<file path="src/rtl/pfc_gate_pkg.sv">
package pfc_gate_pkg;
  typedef struct packed {
    logic uvlo;
    logic pin_a;
    logic pin_b;
    logic stby;
  } lat_flt_t;

  localparam int unsigned ON_NUM = 49;
  localparam int unsigned ON_DEN = 50;
endpackage

</file>
<file path="src/rtl/pfc_period_ctr.sv">
module pfc_period_ctr #(
  parameter int unsigned PERIOD_CYC = 50,
  localparam int unsigned CNT_W = $clog2(PERIOD_CYC)
) (
  input  logic             clk_i,
  input  logic             rst_ni,
  output logic [CNT_W-1:0] cnt_o,
  output logic             last_o
);
  localparam logic [CNT_W-1:0] LAST = CNT_W'(PERIOD_CYC - 1);

  logic [CNT_W-1:0] cnt_q;

  always_ff @(posedge clk_i or negedge rst_ni) begin
    if (!rst_ni)           cnt_q <= '0;
    else if (cnt_q == LAST) cnt_q <= '0;
    else                   cnt_q <= cnt_q + 1'b1;
  end

  assign cnt_o  = cnt_q;
  assign last_o = (cnt_q == LAST);

  p_cnt_range_r1: assert property (@(posedge clk_i) disable iff (!rst_ni)
    cnt_q <= LAST);
endmodule

</file>
<file path="src/rtl/pfc_vmon.sv">
module pfc_vmon #(
  parameter int unsigned CODE_W = 12,
  localparam int unsigned PW = CODE_W + 8
) (
  input  logic              clk_i,
  input  logic              rst_ni,
  input  logic [CODE_W-1:0] code_i,
  input  logic [CODE_W-1:0] ref_i,
  output logic              boost_o,
  output logic              pull_o,
  output logic              lock_o
);
  logic [PW-1:0] c100;
  logic [PW-1:0] r095, r102, r105, r107, r109;
  logic          boost_d, pull_d, set_lk, clr_lk;
  logic          boost_q, pull_q, lock_q;

  always_comb begin
    c100    = PW'(code_i) * PW'(100);
    r095    = PW'(ref_i) * PW'(95);
    r102    = PW'(ref_i) * PW'(102);
    r105    = PW'(ref_i) * PW'(105);
    r107    = PW'(ref_i) * PW'(107);
    r109    = PW'(ref_i) * PW'(109);
    boost_d = (c100 > r105) || (c100 < r095);
    pull_d  = (c100 > r107);
    set_lk  = (c100 > r109);
    clr_lk  = (c100 < r102);
  end

  always_ff @(posedge clk_i or negedge rst_ni) begin
    if (!rst_ni) begin
      boost_q <= 1'b0;
      pull_q  <= 1'b0;
      lock_q  <= 1'b0;
    end else begin
      boost_q <= boost_d;
      pull_q  <= pull_d;
      if (set_lk)      lock_q <= 1'b1;
      else if (clr_lk) lock_q <= 1'b0;
    end
  end

  assign boost_o = boost_q;
  assign pull_o  = pull_q;
  assign lock_o  = lock_q;

  // pull-down threshold sits above the boost band
  p_pull_in_boost_r8: assert property (@(posedge clk_i) disable iff (!rst_ni)
    pull_q |-> boost_q);
  // set needs >109%, so a rise implies the code was above 102% a cycle ago
  p_lock_rise_r9: assert property (@(posedge clk_i) disable iff (!rst_ni)
    $rose(lock_q) |-> !$past(clr_lk));
endmodule

</file>
<file path="src/rtl/pfc_fault_latch.sv">
module pfc_fault_latch
  import pfc_gate_pkg::*;
(
  input  logic     clk_i,
  input  logic     rst_ni,
  input  lat_flt_t flt_i,
  input  logic     ss_start_i,
  output logic     any_o,
  output logic     inh_o,
  output logic     dis_o
);
  logic any_flt;
  logic inh_q, dis_q;

  assign any_flt = |flt_i;

  always_ff @(posedge clk_i or negedge rst_ni) begin
    if (!rst_ni) begin
      inh_q <= 1'b1;
      dis_q <= 1'b0;
    end else begin
      dis_q <= any_flt;
      if (any_flt)         inh_q <= 1'b1;
      else if (ss_start_i) inh_q <= 1'b0;
    end
  end

  assign any_o = any_flt;
  assign inh_o = inh_q;
  assign dis_o = dis_q;

  p_release_on_ss_r5: assert property (@(posedge clk_i) disable iff (!rst_ni)
    $fell(inh_q) |-> $past(ss_start_i) && !$past(any_flt));
  p_dis_implies_inh_r6: assert property (@(posedge clk_i) disable iff (!rst_ni)
    dis_q |-> inh_q);
endmodule

</file>
<file path="src/rtl/pfc_gate_sup.sv">
module pfc_gate_sup
  import pfc_gate_pkg::*;
#(
  parameter int unsigned PERIOD_CYC = 50,
  parameter int unsigned CODE_W     = 12
) (
  input  logic              clk_i,
  input  logic              rst_ni,
  input  logic              pwm_req_i,
  input  logic [CODE_W-1:0] vout_code_i,
  input  logic [CODE_W-1:0] vref_code_i,
  input  logic              ovp_hi_i,
  input  logic              pk_ilim_i,
  input  logic              uvlo_i,
  input  logic              pin_flt_a_i,
  input  logic              pin_flt_b_i,
  input  logic              standby_i,
  input  logic              ss_start_i,
  output logic              gate_o,
  output logic              gain_boost_o,
  output logic              comp_pull_o,
  output logic              comp_dis_o
);
  localparam int unsigned CNT_W   = $clog2(PERIOD_CYC);
  localparam int unsigned ON_RAW  = (PERIOD_CYC * ON_NUM) / ON_DEN;
  localparam int unsigned MAX_ON  = (ON_RAW > PERIOD_CYC - 1) ? PERIOD_CYC - 1 : ON_RAW;
  localparam logic [CNT_W-1:0] MAX_ON_C = CNT_W'(MAX_ON);

  logic [CNT_W-1:0] cnt;
  logic             last;
  logic             lat_any, inh, ov_lock;
  logic             fast_flt, term_q, gate_q, gate_d;
  lat_flt_t         lflt;

  assign lflt = '{uvlo: uvlo_i, pin_a: pin_flt_a_i, pin_b: pin_flt_b_i, stby: standby_i};

  pfc_period_ctr #(.PERIOD_CYC(PERIOD_CYC)) u_ctr (
    .clk_i (clk_i),
    .rst_ni(rst_ni),
    .cnt_o (cnt),
    .last_o(last)
  );

  pfc_vmon #(.CODE_W(CODE_W)) u_vmon (
    .clk_i  (clk_i),
    .rst_ni (rst_ni),
    .code_i (vout_code_i),
    .ref_i  (vref_code_i),
    .boost_o(gain_boost_o),
    .pull_o (comp_pull_o),
    .lock_o (ov_lock)
  );

  pfc_fault_latch u_flt (
    .clk_i     (clk_i),
    .rst_ni    (rst_ni),
    .flt_i     (lflt),
    .ss_start_i(ss_start_i),
    .any_o     (lat_any),
    .inh_o     (inh),
    .dis_o     (comp_dis_o)
  );

  assign fast_flt = ovp_hi_i | pk_ilim_i;

  always_comb begin
    gate_d = pwm_req_i && (cnt < MAX_ON_C) && !fast_flt && !term_q
             && !inh && !lat_any && !ov_lock;
  end

  // a pulse cut by a fast fault stays cut until the period wraps
  always_ff @(posedge clk_i or negedge rst_ni) begin
    if (!rst_ni) begin
      term_q <= 1'b0;
      gate_q <= 1'b0;
    end else begin
      term_q <= last ? 1'b0 : (term_q | fast_flt);
      gate_q <= gate_d;
    end
  end

  assign gate_o = gate_q;

  p_min_off_r1: assert property (@(posedge clk_i) disable iff (!rst_ni)
    (cnt == '0) |-> !gate_q);
  p_fast_cut_r3: assert property (@(posedge clk_i) disable iff (!rst_ni)
    fast_flt |=> !gate_q);
  p_latch_cut_r4: assert property (@(posedge clk_i) disable iff (!rst_ni)
    lat_any |=> !gate_q);
  p_inh_gate_r10: assert property (@(posedge clk_i) disable iff (!rst_ni)
    inh |=> !gate_q);
  p_lock_gate_r9: assert property (@(posedge clk_i) disable iff (!rst_ni)
    ov_lock |=> !gate_q);
endmodule

</file>
<file path="config.mk">
export PLATFORM = sky130hd
export DESIGN_NAME = pfc_gate_sup
export DESIGN_NICKNAME = d
export VERILOG_FILES = /design/src/rtl/pfc_gate_pkg.sv /design/src/rtl/pfc_period_ctr.sv /design/src/rtl/pfc_vmon.sv /design/src/rtl/pfc_fault_latch.sv /design/src/rtl/pfc_gate_sup.sv
export SDC_FILE = /design/constraint.sdc
export NUM_CORES = 1
export LEC_CHECK = 0
export ABC_CLOCK_PERIOD_IN_PS = 2300
export BUFFER_PORTS_ARGS = -buffer_cell sky130_fd_sc_hd__buf_2
export CORE_UTILIZATION = 35
export CTS_CLUSTER_DIAMETER = 100
export CTS_CLUSTER_SIZE = 25
export DETAILED_ROUTE_END_ITERATION = 10
export HOLD_SLACK_MARGIN = 0.15
export SKIP_LAST_GASP = 1
export SLEW_MARGIN = 0
export SYNTH_ARGS = -nofsm -noshare
export SYNTH_HDL_FRONTEND = slang
export SYNTH_SLANG_ARGS = --single-unit
export TNS_END_PERCENT = 10
</file>
<file path="constraint.sdc">
create_clock -name clk_i -period 2.3 [get_ports clk_i]
set_clock_uncertainty 0.05 [all_clocks]
set_input_delay 0 -clock clk_i [delete_from_list [all_inputs] [get_ports clk_i]]
set_output_delay 0 -clock clk_i [all_outputs]
set_load 0.03 [all_outputs]
</file>
==> flow_metrics.py <==
metrics = {
    "logic_synthesis": {
        "synth_cell_types": 61,
        "synth-edff-count": 0,
        "synthArstFlopShare_pct": 100.0,
        "yosysWarnings": 0,
        "syn_inst": 1221,
        "synthesis.area_sq_um": 10620,
        "synthFlopType": "dfrtp_1",
        "yosys_register_bits": 13,
        "avgSynthCellArea_sq_um": 8.701,
        "ys_seq_area_share_pct": 3.074,
        "syn_nets": 1654,
    },
    "cts": {
        "cts_sinks": 13,
        "cts_buffers": 3,
        "clockBufferDepth": 2,
        "insertion_delay_ps": 240,
        "htreeDepth": 1,
        "cts_root_buf": "clkbuf_16",
        "cts.clk_slew.worst_paths_ps": 50,
        "cts_tree": "done",
    },
    "sta": {
        "layout_setup_ws_ps": -2424,
        "worst_pin_slew_ps": 789.7,
        "min_period_ps": 4724,
        "min_period_over_period_pct": 205.4,
        "clock.fmax_mhz": 211.7,
        "hold_viol_final": 0,
        "tns_ps": -7236,
        "setup_violations": 3,
        "maxSlewHeadroom_pct": 46.98,
        "rsz0062_at_grt": "true",
        "drv_slew": 0,
    },
    "layout": {
        "final_cell_mix": "buf_4 (320), ha_1 (277), inv_1 (225), fa_1 (97), a21oi_1 (61)",
        "fill_cells": 2774,
        "fin_util_pct": 48.95,
        "fin_nets": 2020,
        "finalInstanceArea_sq_um": 14550,
        "final_common_cell": "buf_4",
        "areaGrowthSynthToFinish_pct": 36.91,
        "n_antenna_cell": 0,
        "final_layout_size_suffix_gt1_share_pct": 29.13,
        "fin_cells": 1976,
    },
    "power": {
        "peakVddDrop_uv": 558.6,
        "leakagePower_uw": 0.007879,
        "p_per_area_nw_per_um2": 1296,
    },
    "setup_path": {
        "crit_type": "in -> reg",
        "worst-path-max-fanout": 5,
        "r2r_start": "term_q$_DFF_PN0_",
        "start_kind": "input pin",
        "cp.arrival_ps": 4780,
        "r2r_cells": 4,
        "cp_num_buf_inv": 4,
        "path_cells": "buf_4 -> buf_6 -> ha_4 -> xor2_4 -> ha_4 -> fa_1 -> inv_1 -> fa_1 -> inv_1 -> ha_4 -> a21o_1 -> a21o_1 -> o21ai_2 -> or4b_1 -> o311a_1 -> ha_4 -> nand4_1 -> nor2_2 -> nand2_1 -> or4_4 -> o31ai_4 -> o211ai_1",
        "crit_top_cell": "ha_4",
        "crit_required_ps": 2350,
        "cp-end-kind": "flop",
        "r2r_end": "gate_o$_DFF_PN0_",
        "crit_family": "adder cells",
        "slowest_delay_ps": 500,
        "rrSetupSlack_ps": 740,
        "cp_slowest_cell": "fa_1",
    },
    "min_path": {
        "min_path_type": "in -> async",
    },
    "detailed_routing": {
        "drt-vias-per-instance": 4.936,
        "drtAntennaViolNets": 0,
        "drt_iter0_drc": 469,
        "num_vias": 9753,
        "drc": 0,
        "wl_per_cell_um": 15.89,
        "drt-total-wl_um": 31390,
        "drt-pass1-iter-count": 5,
    },
    "outcome": {
        "status": "finished with violations",
        "failed_checks": "setup timing",
    },
    "placement": {
        "place_congestion": 0.9081,
        "dp_hpwl_um": 28140,
        "dp.cells": 1950,
        "port_buffers": 37,
        "place_area_sq_um": 13720,
        "pre_cts_ws_ps": -3058,
    },
    "grt": {
        "grt_use_total_pct": 20.62,
        "grt_pass1_vias": 9927,
        "grt_max_degree": 13,
        "antenna_found_initial": 0,
        "grt_overflow": 0,
        "grt_pass1_wl_um": 50760,
    },
    "die": {
        "core-area_sq_um": 29720,
        "die_h_um": 176.2,
        "start_util_pct": 35.75,
        "std_cell_rows": 63,
        "ioPinCount": 38,
        "die_w_um": 176.2,
        "die-area_sq_um": 31060,
    },
    "flow_run": {
        "cap_violations": 0,
    },
}
-- worst max-delay path by stage --
stage                                            to      startpoint  depth (start not counted)  slack, ps
final                     u_vmon.lock_o$_DFFE_PN0P_  vref_code_i[5]                         22      -2420
after global routing      u_vmon.lock_o$_DFFE_PN0P_  vref_code_i[3]                         25      -2590
after CTS                 u_vmon.lock_o$_DFFE_PN0P_  vref_code_i[1]                         25      -2450
after detailed placement   u_vmon.boost_o$_DFF_PN0_  vref_code_i[4]                         19      -3060
after global placement     u_vmon.boost_o$_DFF_PN0_  vref_code_i[4]                         19      -3120
after floorplan           u_vmon.lock_o$_DFFE_PN0P_  vref_code_i[2]                         22      -2260
-- report_power, final --
| part | switching [uW] | internal (uW) | total, uW |
|---|---|---|---|
| Clock | 105 | 232 | 337 |
| Combinational | 9140 | 9100 | 18200 |
| Sequential | 15.9 | 259 | 275 |
-- stage by stage --
step / power (uW) / hold slack [ps]
detailed placement: 16750 / -144.9
finish: 18850 / 189.4
global route: 20770 / 217.5
floorplan: 10410 / -345.6
CTS: 18020 / 187.8
global placement: 16430 / -141.1
-- cell type report --
cell class | instances | area, sq um | share of cell area [%]
multi-input cells | 970 | 10040 | 69.01
repair buffers | 367 | 2743 | 18.86
inverters | 232 | 870.8 | 5.987
well taps | 390 | 488.0 | 3.355
flip-flops and latches | 13 | 326.6 | 2.245
clock buffers | 3 | 75.07 | 0.5161
clock inverters | 1 | 5.005 | 0.03441
-- synthesized netlist by cell type, types with 7 or more instances --
cell / number / area share [%]
nand2_1: 34 / 1.2
nor2b_1: 14 / 0.82
nand3_1: 19 / 0.90
xnor2_1: 40 / 3.3
and3_1: 7 / 0.41
dfrtp_1: 12 / 2.8
nand2b_1: 31 / 1.8
o21bai_1: 11 / 0.78
ha_1: 302 / 36
xor2_1: 51 / 4.2
nor3_1: 23 / 1.1
a21o_1: 54 / 3.8
nand4_1: 16 / 0.94
o211ai_1: 10 / 0.71
o21a_1: 13 / 0.92
a31oi_1: 9 / 0.53
inv_1: 232 / 8.2
o21ai_0: 28 / 1.3
fa_1: 97 / 18
and4_1: 8 / 0.66
nor2_1: 53 / 1.9
a21oi_1: 74 / 3.5
-- cells by family after synthesis --
group	synth area share, %
DFF	3.074
AOI/OAI and AO/OA	15.73
xor gates and xnor gates	7.502
and+or+nand+nor	11.33
adders and majority gates	53.85
buffers and inverters	8.421
muxes	0.09422
-- flip-flops by register name, summed over array words and instances, names as in the netlist --
name and cells:
u_vmon.lock_o 1, u_ctr.cnt_o 6, u_flt.inh_o 1, u_flt.dis_o 1
gate_o 1, term_q 1, u_vmon.boost_o 1, u_vmon.pull_o 1
-- routing by layer --
layer | up-vias | track usage (%) | routed length, um
met2 | 143 | 36.88 | 15160
met3 | 22 | 0.6245 | 762
li1 | 4940 | - | -
met1 | 4648 | 28.07 | 14980
met4 | 0 | 2.790 | 488
met5 | - | 0 | 0
-- worst reg2reg max path: stages (launching register included) --
cell           delay [ps]
dfrtp_1               350
nor3_1                240
nand4_1               110
dlygate4sd3_1         570
a31oi_1               150
-- what timing repair did --
| action | CTS | global route |
|---|---|---|
| hold endpoints to repair | 17 | 0 |
| endpoints found under the setup margin | 3 | 4 |
| gates resized for setup | 59 | 43 |
| buffers inserted | 8 | 4 |
| hold buffers | 10 | 0 |
| pin swaps | 41 | 50 |
Note: power is estimated with default switching activity, not from simulation.
